===== src/rtl/doe_mailbox.sv =====
module doe_mailbox #(
  parameter int DEPTH    = 16,
  parameter int ADDR_W   = 8,
  parameter bit INTR_SUP = 1'b1,
  parameter int IRQ_VEC  = 5
) (
  input  logic                       clk,
  input  logic                       rst_n,
  input  logic                       reg_wr,
  input  logic                       reg_rd,
  input  logic [ADDR_W-1:0]          reg_addr,
  input  logic [3:0]                 reg_be,
  input  logic [31:0]                reg_wdata,
  output logic [31:0]                reg_rdata,
  output logic                       req_start,
  output logic [$clog2(DEPTH+1)-1:0] req_len,
  input  logic [$clog2(DEPTH)-1:0]   req_idx,
  output logic [31:0]                req_dword,
  input  logic                       rsp_valid,
  input  logic [31:0]                rsp_data,
  input  logic                       req_done,
  input  logic                       req_ok,
  output logic                       irq_pulse
);
  localparam int CW = $clog2(DEPTH + 1);
  localparam int PW = $clog2(DEPTH);
  localparam logic [ADDR_W-1:0] A_CAP  = ADDR_W'(8'h04);
  localparam logic [ADDR_W-1:0] A_CTRL = ADDR_W'(8'h08);
  localparam logic [ADDR_W-1:0] A_STAT = ADDR_W'(8'h0C);
  localparam logic [ADDR_W-1:0] A_WDAT = ADDR_W'(8'h10);
  localparam logic [ADDR_W-1:0] A_RDAT = ADDR_W'(8'h14);

  logic [31:0]   wmb [DEPTH];
  logic [31:0]   rmb [DEPTH];
  logic [CW-1:0] wcnt, rlen;
  logic [CW:0]   ridx, ridx_nxt;
  logic          ien, busy, ready, err, irq_st, start_q, irq_q;

  wire full_dw  = reg_be == 4'hF;
  wire ctrl_wr  = reg_wr && reg_addr == A_CTRL;
  wire abort    = ctrl_wr && reg_be[0] && reg_wdata[0];
  wire go_try   = ctrl_wr && reg_be[3] && reg_wdata[31] && !abort;
  wire go       = go_try && !err && !busy && !ready;
  wire len_ok   = wcnt >= CW'(2) && wmb[1][17:0] == 18'(wcnt);
  wire go_run   = go && len_ok;
  wire go_drop  = go && !len_ok;
  wire done     = busy && req_done && !abort;
  wire done_ok  = done && req_ok;
  wire done_bad = done && !req_ok;
  wire wd_push  = reg_wr && reg_addr == A_WDAT && full_dw && wcnt < CW'(DEPTH);
  wire rs_push  = busy && rsp_valid && !abort && rlen < CW'(DEPTH);
  wire ack      = reg_wr && reg_addr == A_RDAT && full_dw;
  assign ridx_nxt = ridx + 1'b1;
  wire ack_end  = ack && ridx_nxt == {1'b0, rlen};
  wire ack_over = ack && ridx_nxt > {1'b0, rlen};
  wire flush    = abort || go_drop || done_bad || ack_end;
  wire irq_fire = INTR_SUP && ien && !irq_st && (done_ok || ack_over);

  always_ff @(posedge clk) begin
    if (!rst_n) begin
      wcnt <= '0; rlen <= '0; ridx <= '0;
      ien <= 1'b0; busy <= 1'b0; ready <= 1'b0; err <= 1'b0;
      irq_st <= 1'b0; start_q <= 1'b0; irq_q <= 1'b0;
    end else begin
      start_q <= go_run;
      irq_q   <= irq_fire;
      if (ctrl_wr && reg_be[0] && !abort) ien <= reg_wdata[1];
      if (abort || done) busy <= 1'b0;
      else if (go_run)   busy <= 1'b1;
      if (flush)         ready <= 1'b0;
      else if (done_ok)  ready <= 1'b1;
      if (abort)         err <= 1'b0;
      else if (ack_over) err <= 1'b1;
      if (irq_fire)      irq_st <= 1'b1;
      else if (reg_wr && reg_addr == A_STAT && reg_be[0] && reg_wdata[1]) irq_st <= 1'b0;
      if (flush)         wcnt <= '0;
      else if (wd_push)  wcnt <= wcnt + 1'b1;
      if (flush)         rlen <= '0;
      else if (rs_push)  rlen <= rlen + 1'b1;
      if (flush)         ridx <= '0;
      else if (ack && ridx <= (CW+1)'(DEPTH)) ridx <= ridx_nxt;
    end
  end

  always_ff @(posedge clk) begin
    if (wd_push && !flush) wmb[wcnt[PW-1:0]] <= reg_wdata;
    if (rs_push)           rmb[rlen[PW-1:0]] <= rsp_data;
  end

  logic [31:0] rd_mux;
  always_comb begin
    rd_mux = '0;
    case (reg_addr)
      A_CAP:  rd_mux = {20'b0, 11'(IRQ_VEC), INTR_SUP};
      A_CTRL: rd_mux = {30'b0, ien, 1'b0};
      A_STAT: rd_mux = {ready, 28'b0, err, irq_st, busy};
      A_RDAT: if (full_dw && ready && !err && ridx < {1'b0, rlen})
                rd_mux = rmb[ridx[PW-1:0]];
      default: rd_mux = '0;
    endcase
  end

  assign reg_rdata = reg_rd ? rd_mux : '0;
  assign req_start = start_q;
  assign req_len   = wcnt;
  assign req_dword = wmb[req_idx];
  assign irq_pulse = irq_q;

  AST_WCNT_BOUND: assert property (@(posedge clk) disable iff (!rst_n) wcnt <= CW'(DEPTH));
  AST_GO_ERR_BLOCK: assert property (@(posedge clk) disable iff (!rst_n) (go_try && err) |=> !req_start);
  AST_BUSY_READY_EXCL: assert property (@(posedge clk) disable iff (!rst_n) !(busy && ready));
  AST_ACK_LAST_DROPS: assert property (@(posedge clk) disable iff (!rst_n) (ack && ready && ridx_nxt == {1'b0, rlen}) |=> !ready);
  AST_ABORT_IDLE: assert property (@(posedge clk) disable iff (!rst_n) abort |=> (!ready && !err && !busy && wcnt == '0 && rlen == '0));
  AST_IRQ_ON_CLEAR_STATUS: assert property (@(posedge clk) disable iff (!rst_n) irq_pulse |-> (irq_st && !$past(irq_st)));
endmodule


===== config.mk =====
export PLATFORM = sky130hd
export DESIGN_NAME = doe_mailbox
export DESIGN_NICKNAME = d
export VERILOG_FILES = /design/src/rtl/doe_mailbox.sv
export SDC_FILE = /design/constraint.sdc
export NUM_CORES = 1
export LEC_CHECK = 0
export BUFFER_PORTS_ARGS = -buffer_cell sky130_fd_sc_hd__buf_2
export CORE_MARGIN = 2
export CORE_UTILIZATION = 42
export DETAILED_ROUTE_END_ITERATION = 8
export GPL_TIMING_DRIVEN = 0
export PLACE_DENSITY_LB_ADDON = 0.25
export SLEW_MARGIN = 20
export SYNTH_ARGS = -nofsm -noshare
export SYNTH_HDL_FRONTEND = slang
export SYNTH_SLANG_ARGS = --single-unit

===== constraint.sdc =====
create_clock -name clk -period 6.7 [get_ports clk]
set_input_delay 1.34 -clock clk [delete_from_list [all_inputs] [get_ports clk]]
set_output_delay 1.34 -clock clk [all_outputs]
set_load 0.01 [all_outputs]

Word level (Yosys, flattened, before mapping)
Memories as Yosys holds them, arrays and structs flattened. A register that Yosys moved wholly into a read port is not among the register bits.
Cells that the tools add are included.
- logic and storage cells: 95
- memories: 2
- bits in registers: 23
- RAM bits: 1024
- output and inout port bits: 71
- input bits: 87
- equal/unequal tests: 8
- multiplexer cells: 11
- bitwise operators: 1
- reductions and logical operators: 54
- order comparisons: 6
- $add $sub $neg: 3
- memories (name ; words ; bits a word ; rd ports ; clocked after memory_dff ; write ports ; RTL line ; source):
    rmb ; 16 ; 32 ; 1 ; 1 ; 1 ; 34 ; logic [31:0] rmb [DEPTH];
    wmb ; 16 ; 32 ; 2 ; 0 ; 1 ; 33 ; logic [31:0] wmb [DEPTH];
- operators with widths (cell ; count):
    $pmux W32 S4 ; 1
    $mux W32 ; 2
    $logic_and A1 B1 Y1 ; 37
    $eq A18 B5 Y1 ; 1
    $eq A8 B4 Y1 const B ; 2
    $eq A8 B5 Y1 const B ; 2
    $add A5 B1 Y5 const B ; 2
    $lt A5 B5 Y1 const B ; 2
    $eq A8 B3 Y1 const B ; 1
    $logic_not A1 Y1 ; 8
    $mux W4 ; 2
    $add A6 B1 Y6 const B ; 1
    $eq A6 B5 Y1 ; 1
    $gt A6 B5 Y1 ; 1
    $le A6 B5 Y1 const B ; 1
    $lt A6 B5 Y1 ; 1
    $mux W1 ; 6
    $reduce_or A2 Y1 ; 3
    $ge A5 B2 Y1 const B ; 1
    $logic_or A1 B1 Y1 ; 5
    $eq A4 B4 Y1 const B ; 1
    $reduce_bool A2 Y1 ; 1
    $not A1 Y1 ; 1

Longest topological paths before layout
- depth in word-level cells: 17
- depth in mapped cells: 10
- mapped depth without buffers: 9

Least setup slack after synthesis
No wires, ideal clock.
- path kind: input-to-reg
- start: in reg_addr[1]
- end: mem wmb[1][0] (enable)
- path buffers: 0
- required time: 6.239 ns
- arrival time: 4.713 ns
- library setup time: 0.461 ns
- setup slack: 1.526 ns
- stages: 5
- cells stage by stage: nor4b_1 -> nand2_1 -> nor4_1 -> nand2_1 -> nor3_1
- word-level cells in the longest chain between the ends: 17
- elaborated cells on any way between the ends: 29
- those cells by class: 3 x eq/ne; 2 x mux; 24 x reduce/logical
- RTL lines (element ; RTL line ; source):
    start: declaration ; 11 ; input logic [ADDR_W-1:0] reg_addr,
    $eq A8 B4 Y1 ; 40 ; wire ctrl_wr = reg_wr && reg_addr == A_CTRL;
    $logic_and A1 B1 Y1 ; 40 ;
    $logic_and A1 B1 Y1 (2 in a row) ; 41 ; wire abort = ctrl_wr && reg_be[0] && reg_wdata[0];
    $logic_not A1 Y1 ; 42, 47 ;
    $logic_and A1 B1 Y1 ; 42 ; wire go_try = ctrl_wr && reg_be[3] && reg_wdata[31] && !abort;
    $logic_and A1 B1 Y1 (3 in a row) ; 43 ; wire go = go_try && !err && !busy && !ready;
    $logic_and A1 B1 Y1 ; 46 ; wire go_drop = go && !len_ok;
    $logic_or A1 B1 Y1 (3 in a row) ; 56 ; wire flush = abort || go_drop || done_bad || ack_end;
    $logic_not A1 Y1 ; 86 ; if (wd_push && !flush) wmb[wcnt[PW-1:0]] <= reg_wdata;
    $logic_and A1 B1 Y1 (*) ; 86 ;
    $mux W1 (*) ; 86 ;
    $mux W1 (implied by the code) (*) ; 86 ;
    end: declaration ; 33 ;
Mark *: on every way between the ends. The rest lies on a longest branch, timed or not.

Final worst setup path
- start: in reg_addr[1]
- end: out reg_rdata[29]
- word-level cells in the longest chain between the ends: 3
- elaborated cells on any way between the ends: 6
- those cells by class: 4 x eq/ne; 2 x mux
- RTL lines (element ; RTL line ; source):
    $eq A8 B5 Y1, or another cell as far along ; 93 ; case (reg_addr)
    $pmux W32 S4 (*) ; 93 ;
    $mux W32 (*) ; 103 ; assign reg_rdata = reg_rd ? rd_mux : '0;
    end: declaration ; 14 ; output logic [31:0] reg_rdata,
Marks and branches as above.

==> reports/metrics.cfg <==
[synth]
synth_seq_area_share=0.7709
synth_seq_cells=1051
synth.area.top_cells=sky130_fd_sc_hd__edfxtp_1, sky130_fd_sc_hd__mux4_2, sky130_fd_sc_hd__dfxtp_1
number_of_standard_cells_after_synthesis=1720
synthDistinctLibCells=57
netlist.top_cell.by_area=sky130_fd_sc_hd__edfxtp_1
syn-cell-area_um2=40590
yosys_warnings=0
postSynthAreaPerCell_um2=23.60
synth_edf_count=1024
yosys_most_used_dff=sky130_fd_sc_hd__edfxtp_1
synthDominantCellAreaShare=0.7576
syn-num-nets=1827
async_flop_share=0

[clock_tree]
root_buffer=sky130_fd_sc_hd__clkbuf_16
cts.sinks=1051
tritoncts.num_buffers=107
cts_setup_buffers=0
post_cts_resized=0
cts_max_path_buffers=3
clk-insertion-delay-late_ns=0.69
h-tree-depth=3
tritoncts=built
path_clk_slew_ns=0.06
postCtsHoldBufs=0

[placed_design]
place.detailed.instances=3233
placed_cell_area_um2=44690
hpwl_um=63010
gp_congestion=0.7924
io_buffers=154

[finish]
finalNetCount=2174
layout-area-overhead-vs-synth_pct=18.92
postLayoutCellArea_um2=48270
final_cell_count_no_fill=3441
drive_gt1_frac=0.3684

[hold_path]
hold_path_end=err
path_category_of_the_worst_min_delay_check=flip-flop to flip-flop
holdCritStartpoint=err
holdPathStages=2

[sta]
maxSlewHeadroom=0.2927
grt_setup_unrepaired=no
maxSlewViolCount=0
min_period_over_period=0.8028
report.final.hold_viol_count=0
fmax_mhz=185.9
min_period_ns=5.378
timing_worst_slew_pin_value_ns=1.061
setup_viol=0
finClkSkew_ns=0.04268

[floorplanning]
placeable_core_region_um2=96280
die_area_um2=99140
floorplan.die.width_um=314.9
starting_density=0.4216
die_height_um=314.9
placement_rows=114
top_level_pins=158

[worst_setup_path]
timing.critical_path.arrival_ns=4.04
rr_startpoint=req_len[4]
timing.reg2reg.setup_slack_ns=3.09
worstSetupStartpointType=primary input
critPathCaptureType=output port
cp.required_ns=5.36
worst_setup_path_startpoint=reg_addr[1]
critical_path.reg2reg.endpoint=wmb[1][10]
critical_path.max_fanout=10
rr_worst_depth=6
worstSetupPathType=primary input to output port

[global_route]
grt_pass1_wl_um=139300
globalRoute.totalOverflow=0
antenna_found_initial=14
grt_max_degree=20
first_global_vias=20060
grt_usage=0.1960

[power_and_ir_drop]
power.density_nw_per_um2=280.8
vdd_ir_drop_max_mv=0.2371
static-leakage-power_nw=15.20

[detailed_routing]
initialDrtViolationCount=1797
wire_per_inst_um=27.93
drt_pre_antenna_iters=5
detail-route-antenna-nets=0
vias=19280
remaining_drc_errors=0
vias_per_cell=5.604
finalWirelength_um=96100

[run]
cap_violations=0

[status]
run_status=complete, no violations

[flip-flops by register name (all words and copies together) (netlist names), named ones only]
name,cells
rmb,512
wmb,512
ridx,6
req_len,5
rlen,5
busy,1
err,1
ien,1
irq_pulse,1
irq_st,1
ready,1
req_start,1
[final cells by class]
type	instances	area (µm²)
inverters	12	45.04
repair buffers	238	2293
well taps	1276	1597
flip-flops and latches	1051	31290
plain buffers	80	360.3
multi-input cells	577	9117
fillers	7565	48010
clock inverters	65	684.4
clock buffers	135	2865
diodes	7	17.52
[critical path, cell delays in order]
cell                       delay (ns)
sky130_fd_sc_hd__buf_2           0.11
sky130_fd_sc_hd__nor4b_1         0.46
sky130_fd_sc_hd__nand2_1         0.21
sky130_fd_sc_hd__nor3_1          0.29
sky130_fd_sc_hd__nand3_1         0.40
sky130_fd_sc_hd__clkbuf_1        0.51
sky130_fd_sc_hd__nor2b_1         0.49
sky130_fd_sc_hd__buf_2           0.21
[kinds of logic (layout without fill, tap and decap cells)]
family | after synthesis | in the layout | synth area share
mux | 319 | 319 | 0.1759
other cells | 0 | 7 | 0
flops | 1051 | 1051 | 0.7709
xor+xnor | 16 | 16 | 0.003453
compound gates | 36 | 36 | 0.007368
fa+ha+maj | 20 | 20 | 0.006165
simple gates | 186 | 186 | 0.02636
buf+inv | 92 | 530 | 0.009895
[how the worst max path moves through the flow]
| stage | end | slack [ns] | depth (start not counted) |
|---|---|---|---|
| after CTS | reg_rdata[29] | 1.34 | 8 |
| after global routing | reg_rdata[25] | 1.21 | 8 |
| after global placement | wmb[3][17] | -1.89 | 6 |
| after floorplan | wmb[1][0] | 1.53 | 5 |
| final | reg_rdata[29] | 1.32 | 8 |
| after detailed placement | reg_rdata[29] | 1.31 | 8 |
[where the power goes]
group	leakage, nW	switching, mW	internal (mW)
clock	1.72	2.51	3.49
sequential	9.42	0.0000131	7.20
combinational	4.07	0.210	0.137
total	15.2	2.72	10.8
[placed cells by master (no fill, tap or decap), types with 6 or more instances in the layout]
cell type and count:
sky130_fd_sc_hd__buf_6 15, sky130_fd_sc_hd__nor2_1 8, sky130_fd_sc_hd__buf_2 182, sky130_fd_sc_hd__clkinv_2 16, sky130_fd_sc_hd__xor2_1 8, sky130_fd_sc_hd__mux4_2 314
sky130_fd_sc_hd__nor4_1 6, sky130_fd_sc_hd__dfxtp_1 27, sky130_fd_sc_hd__a21oi_1 6, sky130_fd_sc_hd__diode_2 7, sky130_fd_sc_hd__clkbuf_16 109, sky130_fd_sc_hd__bufinv_16 12
sky130_fd_sc_hd__nor2_4 24, sky130_fd_sc_hd__nand3_1 19, sky130_fd_sc_hd__xnor2_1 8, sky130_fd_sc_hd__nand2_1 26, sky130_fd_sc_hd__nand4_1 6, sky130_fd_sc_hd__nor2b_1 34
sky130_fd_sc_hd__buf_16 39, sky130_fd_sc_hd__nor3_2 18, sky130_fd_sc_hd__clkinv_1 25, sky130_fd_sc_hd__edfxtp_1 1024, sky130_fd_sc_hd__inv_1 12, sky130_fd_sc_hd__ha_1 20
sky130_fd_sc_hd__buf_4 29, sky130_fd_sc_hd__clkbuf_1 64, sky130_fd_sc_hd__nor3_1 11
[cell usage after synthesis, types with 5 or more instances]
cell type                     n
sky130_fd_sc_hd__xor2_1       8
sky130_fd_sc_hd__nor4_1       6
sky130_fd_sc_hd__buf_2       27
sky130_fd_sc_hd__edfxtp_1  1024
sky130_fd_sc_hd__ha_1        20
sky130_fd_sc_hd__a22oi_1      5
sky130_fd_sc_hd__nand3_1     19
sky130_fd_sc_hd__inv_1       12
sky130_fd_sc_hd__clkbuf_1    43
sky130_fd_sc_hd__and3_1       5
sky130_fd_sc_hd__buf_1        6
sky130_fd_sc_hd__nor2_1      32
sky130_fd_sc_hd__mux4_2     314
sky130_fd_sc_hd__a21oi_1      6
sky130_fd_sc_hd__nor3_1      19
sky130_fd_sc_hd__o21ai_0      5
sky130_fd_sc_hd__nand2_1     26
sky130_fd_sc_hd__nor3_2      10
sky130_fd_sc_hd__nor2b_1     34
sky130_fd_sc_hd__nand4_1      6
sky130_fd_sc_hd__dfxtp_1     27
sky130_fd_sc_hd__xnor2_1      8
[routing by layer]
metal / GRT usage / up-vias / wire length, µm
met1: 0.2577 / 10340 / 38240
met5: 0 / - / 65
met4: 0.05422 / 12 / 2171
li1: - / 8100 / -
met3: 0.04190 / 161 / 6556
met2: 0.3317 / 669 / 49070
[through the flow]
| step | hold WS [ns] | utilization | total power [mW] | setup WS, ns | TNS, ns |
|---|---|---|---|---|---|
| 2_1_floorplan | 0.4645 | - | 7.514 | 1.526 | 0 |
| 3_3_place_gp | 0.5015 | 0.4462 | 7.681 | -1.890 | -406.28 |
| 3_5_place_dp | 0.5087 | 0.4642 | 7.695 | 1.308 | 0 |
| 4_1_cts | 0.5201 | 0.5010 | 13.65 | 1.337 | 0 |
| 5_1_grt | 0.5405 | 0.5012 | 13.92 | 1.209 | 0 |
| 6_report | 0.5303 | 0.5014 | 13.55 | 1.322 | 0 |
Note: power is estimated with default switching activity, not from simulation.
